===== src/rtl/bcd_ser_pkg.sv =====
package bcd_ser_pkg;

   localparam int DIGIT_W    = 4;
   localparam int MIN_DIGITS = 2;
   localparam int MAX_DIGITS = 16;

   typedef enum logic {
      OP_ADD = 1'b0,
      OP_SUB = 1'b1
   } op_e;

   // returns {decimal_carry, adjusted_digit}
   function automatic logic [DIGIT_W:0] dec_adjust(op_e op, logic c4, logic [DIGIT_W-1:0] raw);
      logic [DIGIT_W-1:0] dig;
      logic               cy;
      if (op == OP_ADD) begin
         cy  = c4 | (raw > 4'd9);
         dig = cy ? raw + 4'd6 : raw;
      end else begin
         cy  = c4;                        // 1 = no borrow out of this digit
         dig = c4 ? raw : raw + 4'd10;
      end
      return {cy, dig};
   endfunction

endpackage


===== src/rtl/ser_full_adder.sv =====
module ser_full_adder (
   input  logic a,
   input  logic b,
   input  logic inv,
   input  logic cin,
   output logic s,
   output logic cout
);
   logic b_eff;
   logic half;

   assign b_eff = b ^ inv;
   assign half  = a ^ b_eff;
   assign s     = half ^ cin;
   assign cout  = (a & b_eff) | (cin & half);
endmodule


===== src/rtl/ser_word_reg.sv =====
module ser_word_reg #(
   parameter int W = 48
) (
   input  logic clk,
   input  logic rst,
   input  logic wr_en,
   input  logic din,
   output logic tap
);
   logic [W-1:0] q;

   always_ff @(posedge clk) begin
      if (rst) q <= '0;
      else     q <= {(wr_en ? din : q[0]), q[W-1:1]};
   end

   assign tap = q[0];
endmodule


===== src/rtl/dec_correct.sv =====
module dec_correct
   import bcd_ser_pkg::*;
(
   input  op_e                op,
   input  logic               c4,
   input  logic [DIGIT_W-1:0] raw,
   output logic [DIGIT_W-1:0] digit,
   output logic               dcarry
);
   logic [DIGIT_W:0] adj;

   always_comb begin
      adj    = dec_adjust(op, c4, raw);
      digit  = adj[DIGIT_W-1:0];
      dcarry = adj[DIGIT_W];
   end
endmodule


===== src/rtl/seq_ctrl.sv =====
module seq_ctrl #(
   parameter int W = 48
) (
   input  logic                 clk,
   input  logic                 rst,
   input  logic                 start,
   input  logic                 word_sync,
   output logic                 accept,
   output logic                 busy,
   output logic                 last,
   output logic                 digit_end,
   output logic                 done
);
   localparam int IW = $clog2(W);

   logic [IW-1:0] idx;

   assign accept    = start & word_sync & ~busy;
   assign last      = busy & (idx == IW'(W-1));
   assign digit_end = busy & (idx[1:0] == 2'b11);

   always_ff @(posedge clk) begin
      if (rst) begin
         busy <= 1'b0;
         idx  <= '0;
         done <= 1'b0;
      end else begin
         done <= last;
         if (accept) begin
            busy <= 1'b1;
            idx  <= '0;
         end else if (busy) begin
            idx <= idx + 1'b1;
            if (last) busy <= 1'b0;
         end
      end
   end
endmodule


===== src/rtl/serial_bcd_addsub.sv =====
module serial_bcd_addsub
   import bcd_ser_pkg::*;
#(
   parameter int DIGITS = 12
) (
   input  logic clk,
   input  logic rst,
   input  logic start,
   input  logic word_sync,
   input  logic sub_sel,
   input  logic reuse_ops,
   input  logic a_ser,
   input  logic b_ser,
   output logic res_ser,
   output logic cb_flag,
   output logic done
);
   localparam int W  = DIGITS * DIGIT_W;
   localparam int HW = DIGIT_W - 1;

   generate
      if (DIGITS < MIN_DIGITS || DIGITS > MAX_DIGITS) begin : g_bad_digits
         $error("serial_bcd_addsub: DIGITS out of supported range");
      end
   endgenerate

   logic          accept, busy, last, digit_end;
   op_e           op_q;
   logic          reuse_q;
   logic          cy;
   logic [HW-1:0] hold;
   logic [W-1:0]  res_q;
   logic          flag_q;

   // operand storage, one recirculating word per operand
   logic [1:0] strm, tap, obit;
   assign strm = {b_ser, a_ser};

   for (genvar g = 0; g < 2; g++) begin : g_opnd
      ser_word_reg #(.W(W)) u_word (
         .clk   (clk),
         .rst   (rst),
         .wr_en (busy & ~reuse_q),
         .din   (strm[g]),
         .tap   (tap[g])
      );
      assign obit[g] = reuse_q ? tap[g] : strm[g];
   end

   seq_ctrl #(.W(W)) u_seq (
      .clk       (clk),
      .rst       (rst),
      .start     (start),
      .word_sync (word_sync),
      .accept    (accept),
      .busy      (busy),
      .last      (last),
      .digit_end (digit_end),
      .done      (done)
   );

   logic sum_b, c_out;

   ser_full_adder u_fa (
      .a    (obit[0]),
      .b    (obit[1]),
      .inv  (op_q == OP_SUB),
      .cin  (cy),
      .s    (sum_b),
      .cout (c_out)
   );

   logic [DIGIT_W-1:0] fix_d;
   logic               fix_c;

   dec_correct u_fix (
      .op     (op_q),
      .c4     (c_out),
      .raw    ({sum_b, hold}),
      .digit  (fix_d),
      .dcarry (fix_c)
   );

   always_ff @(posedge clk) begin
      if (rst) begin
         op_q    <= OP_ADD;
         reuse_q <= 1'b0;
         cy      <= 1'b0;
         hold    <= '0;
         res_q   <= '0;
         flag_q  <= 1'b0;
      end else begin
         if (accept) begin
            op_q    <= op_e'(sub_sel);
            reuse_q <= reuse_ops;
            cy      <= sub_sel;
         end else if (busy) begin
            cy <= digit_end ? fix_c : c_out;
         end

         if (busy) begin
            hold  <= {sum_b, hold[HW-1:1]};
            res_q <= digit_end ? {fix_d, res_q[W-DIGIT_W:1]} : {sum_b, res_q[W-1:1]};
         end else begin
            res_q <= {res_q[0], res_q[W-1:1]};
         end

         if (last) flag_q <= (op_q == OP_SUB) ? ~fix_c : fix_c;
      end
   end

   assign res_ser = res_q[0];
   assign cb_flag = flag_q;
endmodule


===== config.mk =====
export PLATFORM = sky130hd
export DESIGN_NAME = serial_bcd_addsub
export DESIGN_NICKNAME = d
export VERILOG_FILES = /design/src/rtl/bcd_ser_pkg.sv /design/src/rtl/ser_full_adder.sv /design/src/rtl/ser_word_reg.sv /design/src/rtl/dec_correct.sv /design/src/rtl/seq_ctrl.sv /design/src/rtl/serial_bcd_addsub.sv
export SDC_FILE = /design/constraint.sdc
export NUM_CORES = 1
export LEC_CHECK = 0
export ABC_CLOCK_PERIOD_IN_PS = 6800
export BUFFER_PORTS_ARGS = -buffer_cell sky130_fd_sc_hd__buf_4
export CORE_MARGIN = 10
export CORE_UTILIZATION = 50
export CTS_CLUSTER_SIZE = 28
export DETAILED_ROUTE_END_ITERATION = 16
export MAX_ROUTING_LAYER = met4
export PLACE_DENSITY = 0.77
export SYNTH_ARGS = -nofsm -noshare
export SYNTH_HDL_FRONTEND = slang
export SYNTH_HIERARCHICAL = 1
export SYNTH_SLANG_ARGS = --single-unit

===== constraint.sdc =====
create_clock -name clk -period 6.8 [get_ports clk]
set_clock_uncertainty 0.2 [all_clocks]
set_input_delay 1.02 -clock clk [delete_from_list [all_inputs] [get_ports clk]]
set_output_delay 1.02 -clock clk [all_outputs]
set_load 0.05 [all_outputs]

== Word level (Yosys, flattened, before mapping) ==
Index checks and enable logic that the tools add are counted.

* Register bits: 159
* Input port bits: 8
* Output and inout bits: 3
* Word-level logic and storage cells: 51

* Add/sub/neg operators: 3
* Magnitude comparators: 1
* Equal/unequal tests: 2
* Muxes and demuxes: 17
* Bitwise gates (word level): 15
* Reduce and logical (&&, ||, !) cells: 2

{| class="wikitable"
|+ Operators with widths
! operator !! number
|-
| 2-to-1 mux 48 bit || 2
|-
| 2-to-1 mux 1 bit || 12
|-
| 2-to-1 mux 4 bit || 3
|-
| AND 1 bit || 7
|-
| adder 6 x 1 -> 6 bit (second input constant) || 1
|-
| == test 6 bit (second input constant) || 1
|-
| adder 4 x 3 -> 4 bit (second input constant) || 1
|-
| adder 4 bit (second input constant) || 1
|-
| > comparator 4 bit (second input constant) || 1
|-
| NOT 1 bit || 3
|-
| XOR 1 bit || 3
|-
| == test 2 bit (second input constant) || 1
|-
| bitwise OR 1 bit || 2
|-
| nonzero test 2 bit || 1
|-
| OR reduction 2 bit || 1
|}

== Logic depth before layout (Yosys ltp) ==
* Depth in word-level cells: 10
* Gate-level depth with buffers: 10
* Depth with buffers taken out: 9

== Hierarchy ==
Netlist, hierarchy kept.

{| class="wikitable"
|+ By module, submodules not included
! module !! times used !! cells each !! area each (um^2) !! sequential area each (um^2)
|-
| ser_word_reg || 2 || 102 || 1,312.5 || 960.9
|-
| serial_bcd_addsub || 1 || 140 || 1,679.1 || 1,101.1
|-
| seq_ctrl || 1 || 36 || 350.3 || 160.2
|-
| dec_correct || 1 || 27 || 191.4 || 0.0
|-
| ser_full_adder || 1 || 6 || 43.8 || 0.0
|}

== Worst setup path before layout ==
No wires, ideal clock.

* Path kind: input to register
* Start: input b_ser
* End: register res_q[47]
* Setup time: 0.086 ns
* Arrival: 2.870 ns
* Data required time: 6.514 ns
* Path slack: 3.645 ns
* Stages: 8
* Buffers on the path: 0
* Cell sequence: mux2_2 -> xnor2_1 -> fa_1 -> inv_1 -> or4b_1 -> o211ai_1 -> mux2i_1 -> a211oi_1

* Cells in the longest elaborated chain, start to end: 10
* Elaborated cells on any way between the ends: 16
* Classes of those cells: 2 x add/sub; 1 x order compare; 6 x mux; 7 x bitwise

{| class="wikitable"
|+ Ends and longest elaborated chain
! what !! line !! source
|-
| from (decl) || serial_bcd_addsub.sv:13 || <nowiki>input logic b_ser,</nowiki>
|-
| 2-to-1 mux 1 bit (*) || serial_bcd_addsub.sv:47 || <nowiki>assign obit[g] = reuse_q ? tap[g] : strm[g];</nowiki>
|-
| XOR 1 bit (*) || ser_full_adder.sv:12 || <nowiki>assign b_eff = b ^ inv;</nowiki>
|-
| XOR 1 bit (*) || ser_full_adder.sv:13 || <nowiki>assign half = a ^ b_eff;</nowiki>
|-
| XOR 1 bit (*) || ser_full_adder.sv:14 || <nowiki>assign s = half ^ cin;</nowiki>
|-
| net sum_b || serial_bcd_addsub.sv:62 || <nowiki>logic sum_b, c_out;</nowiki>
|-
| > comparator 4 bit || bcd_ser_pkg.sv:17 || <nowiki>cy = c4 | (raw > 4'd9);</nowiki>
|-
| bitwise OR 1 bit || bcd_ser_pkg.sv:17 ||
|-
| 2-to-1 mux 4 bit || bcd_ser_pkg.sv:18 || <nowiki>dig = cy ? raw + 4'd6 : raw;</nowiki>
|-
| 2-to-1 mux 4 bit (*) || bcd_ser_pkg.sv:16 || <nowiki>if (op == OP_ADD) begin</nowiki>
|-
| net fix_d[3] || serial_bcd_addsub.sv:73 || <nowiki>logic [DIGIT_W-1:0] fix_d;</nowiki>
|-
| 2-to-1 mux 48 bit (*) || serial_bcd_addsub.sv:103 || <nowiki>res_q <= digit_end ? {fix_d, res_q[W-DIGIT_W:1]} : {sum_b, res_q[W-1:1]};</nowiki>
|-
| 2-to-1 mux 48 bit (*) || serial_bcd_addsub.sv:101 || <nowiki>if (busy) begin</nowiki>
|-
| to (signal assigned) || serial_bcd_addsub.sv:103 ||
|-
| to (signal assigned) || serial_bcd_addsub.sv:105 || <nowiki>res_q <= {res_q[0], res_q[W-1:1]};</nowiki>
|-
| to (decl) || serial_bcd_addsub.sv:32 || <nowiki>logic [W-1:0] res_q;</nowiki>
|}

Mark *: on every way through the listed nets, which the timed path passes. The rest lies on a longest branch.
A chain may end at the register's enable or synchronous reset.

== Final worst setup path ==
* Start: input b_ser
* End: register res_q[47]

* Cells in the longest elaborated chain, start to end: 10
* Elaborated cells on any way between the ends: 16
* Classes of those cells: 2 x add/sub; 1 x order compare; 6 x mux; 7 x bitwise

{| class="wikitable"
|+ Ends and longest elaborated chain
! what !! line !! source
|-
| 2-to-1 mux 1 bit (*) || serial_bcd_addsub.sv:47 ||
|-
| net obit[1] || serial_bcd_addsub.sv:36 || <nowiki>logic [1:0] strm, tap, obit;</nowiki>
|-
| XOR 1 bit (*) || ser_full_adder.sv:12 ||
|-
| XOR 1 bit (*) || ser_full_adder.sv:13 ||
|-
| XOR 1 bit (*) || ser_full_adder.sv:14 ||
|-
| net sum_b || serial_bcd_addsub.sv:62 ||
|-
| > comparator 4 bit || bcd_ser_pkg.sv:17 ||
|-
| bitwise OR 1 bit || bcd_ser_pkg.sv:17 ||
|-
| 2-to-1 mux 4 bit || bcd_ser_pkg.sv:18 ||
|-
| 2-to-1 mux 4 bit (*) || bcd_ser_pkg.sv:16 ||
|-
| net fix_d[3] || serial_bcd_addsub.sv:73 ||
|-
| 2-to-1 mux 48 bit (*) || serial_bcd_addsub.sv:103 ||
|-
| 2-to-1 mux 48 bit (*) || serial_bcd_addsub.sv:101 ||
|}

Marks and branches as above.

==> results.ini <==
[worst_setup_path]
cp.arrival_ns = 3.10
worst_ep_required_time_ns = 7.01
slowest_stage = or4b_1
r2r_cells = 8
crit_type = primary input to flip-flop
startpoint_type = primary input
cp.depth = 9
crit_family = simple AND/OR/NAND/NOR gates
cp_max_fo = 10
path_buf_inv = 2
end_kind = flip-flop
slowest_delay_ns = 0.55
worstPathCellList = buf_4 -> mux2_2 -> xnor2_1 -> fa_1 -> inv_1 -> or4b_1 -> o211ai_1 -> mux2i_1 -> a211oi_1

[clocking]
clk_latency_ns = 0.51
ctsResizeCount = 0
tritoncts = yes
cts_buffer_depth = 2
cts.root.buffer_cell = clkbuf_8
clkTransAtPathRegs_ns = 0.07
cts_made_buffers = 17
htreeDepth = 4
post-cts-setup-buffers = 0
cts.sinks = 159
postCtsHoldBufs = 0

[layout]
fill_cells = 814
drive_above_1_share_pct = 11.78
syn_to_final_growth_pct = 13.00
multiInputGateArea_um2 = 1520
seqCellArea_um2 = 3183
final_common_cell = dfxtp_1
antenna_cells = 0
nets = 433
final_area_um2 = 5525
mostFrequentLayoutCells = dfxtp_1 (159), nor2b_1 (118), and2b_1 (21)
post-route-util_pct = 57.32

[detailed_routing]
drt_first_pass_iters = 5
postRouteAntennaNets = 0
drc = 0
wl_mm = 6.459
vias = 2528
routedWlPerCell_um = 11.41
viasPerCell = 4.466
drt_iter0_drc = 247

[pwr]
p_per_area_nw_per_um2 = 336.4
fin_total_pwr_mw = 1.859
peakVddDrop_v = 0.0001658
p_leak_nw = 2.196

[floorplan]
die_area_um2 = 14130
die_x_um = 118.9
ios = 11
fp-row-count = 36
initial_core_util_pct = 50.73
die_h_um = 118.9
core_um2 = 9639

[synthesis]
ys_seq_elements = 159
synth.distinct_cells = 39
synth_edf_count = 0
synthesis.nets = 425
yosys.area.top_type = dfxtp_1
netlist_instances = 413
synth_top_area_share_pct = 65.10
synth.cell_area_um2 = 4890
yosys-top-cells-area = dfxtp_1 (65%), nor2b_1 (15%), and2b_1 (3.2%), mux2i_1 (1.8%), buf_6 (1.8%)
async_flop_share_pct = 0
yosysWarningCount = 6
ys_dominant_reg_cell = dfxtp_1
syn_area_per_cell_um2 = 11.84
ys_seq_area_share_pct = 65.10

[timing]
min_period_ns = 2.892
slew_headroom_pct = 35.29
worst_pin_slew_ns = 0.9706
fin_crit_sh_pct = 42.53
fmax_mhz = 345.8
finalMaxSlewViolations = 0
rsz0062_at_grt = no
fin_tns_setup_ns = 0
setup_viol = 0
hold_viol = 0
whs_ns = 0.2227

[placement]
hpwl_mm = 3.488
portBuffers = 10
gp_congestion = 0.7325
place_area_um2 = 4975

[grt]
grt_antenna_before_repair = 0
grt.overflow.total = 0
grt_pass1_vias = 2498
grt_max_degree = 116
grt_pass1_wl_mm = 11.50
gr-usage-all-layers_pct = 10.24

[flow_run]
drv_cap = 0

[hold_path]
holdCritPathClass = flip-flop to flip-flop
hold_depth = 1

[status]
status = finished, final reports clean

-- Yosys cell counts, types with 4 or more instances --
cell type  instances
dfxtp_1          159
nand3_1            4
and2b_1           21
buf_2              8
inv_1              6
xnor2_1            4
nand2_1            5
nor2b_1          118
a21oi_1            6
nor2_1            16
buf_6              8
mux2i_1            9
-- area by class of cell --
class,count,share of cell area [%]
Timing Repair Buffer,11,1.495
Tap cell,133,3.012
Clock inverter,14,2.468
Clock buffer,17,7.495
Inverter,6,0.4076
Sequential cell,159,57.61
Multi-Input combinational cell,226,27.51
-- power by group --
group / internal (mW) / switching, mW
clock network: 0.489 / 0.374
logic: 0.0217 / 0.0326
registers: 0.935 / 0.00676
-- metal layers --
layer  vias up  part of all wire [%]  global-route usage [%]
li1       1325                     -                       -
met1      1173                    50                   12.36
met2        28                    46                   14.67
met3         2                   3.1                   4.110
met4         0                  0.59                   4.809
met5         -                     0                       -
-- through the flow --
stage | setup slack (ns) | cells
finish | 3.908 | 566
global route | 3.817 | 566
CTS | 3.940 | 566
detailed placement | 3.393 | 535
global placement | 3.440 | 535
floorplan | 3.645 | 413
-- flip-flops by register name, summed over array words and instances (netlist names) --
signal           cells
cb_flag              1
u_seq/busy           1
g_opnd.u_word/q     96
u_seq/idx            6
cy                   1
res_q               48
hold                 3
op_q                 1
u_seq/done           1
reuse_q              1
-- worst reg2reg max path, cell delays in order (launching register included) --
cell	delay, ns
dfxtp_1	0.39
mux2_2	0.36
xnor2_1	0.13
fa_1	0.49
inv_1	0.13
or4b_1	0.55
o211ai_1	0.09
mux2i_1	0.09
a211oi_1	0.22
-- worst paths after layout --
check,from,end,slack (ns)
hold / removal,res_q[28],res_q[27],0.22
setup reg to reg,reuse_q,res_q[47],4.05
hold reg to reg,res_q[28],res_q[27],0.22
setup / recovery,b_ser,res_q[47],3.91
-- logic make-up (layout without fill, tap and decap cells) --
| group | count (synthesis) | count (layout) | share of synthesized area, % |
|---|---|---|---|
| AO/OA/AOI/OAI | 23 | 23 | 3.327 |
| adder cells (fa/ha/maj) | 4 | 4 | 1.177 |
| multiplexers | 12 | 12 | 2.533 |
| buffers and inverters | 28 | 48 | 3.813 |
| XOR/XNOR | 6 | 6 | 1.075 |
| flip-flops | 159 | 159 | 65.10 |
| AND/OR/NAND/NOR | 181 | 181 | 22.98 |
Note: power is estimated with default switching activity, not from simulation.
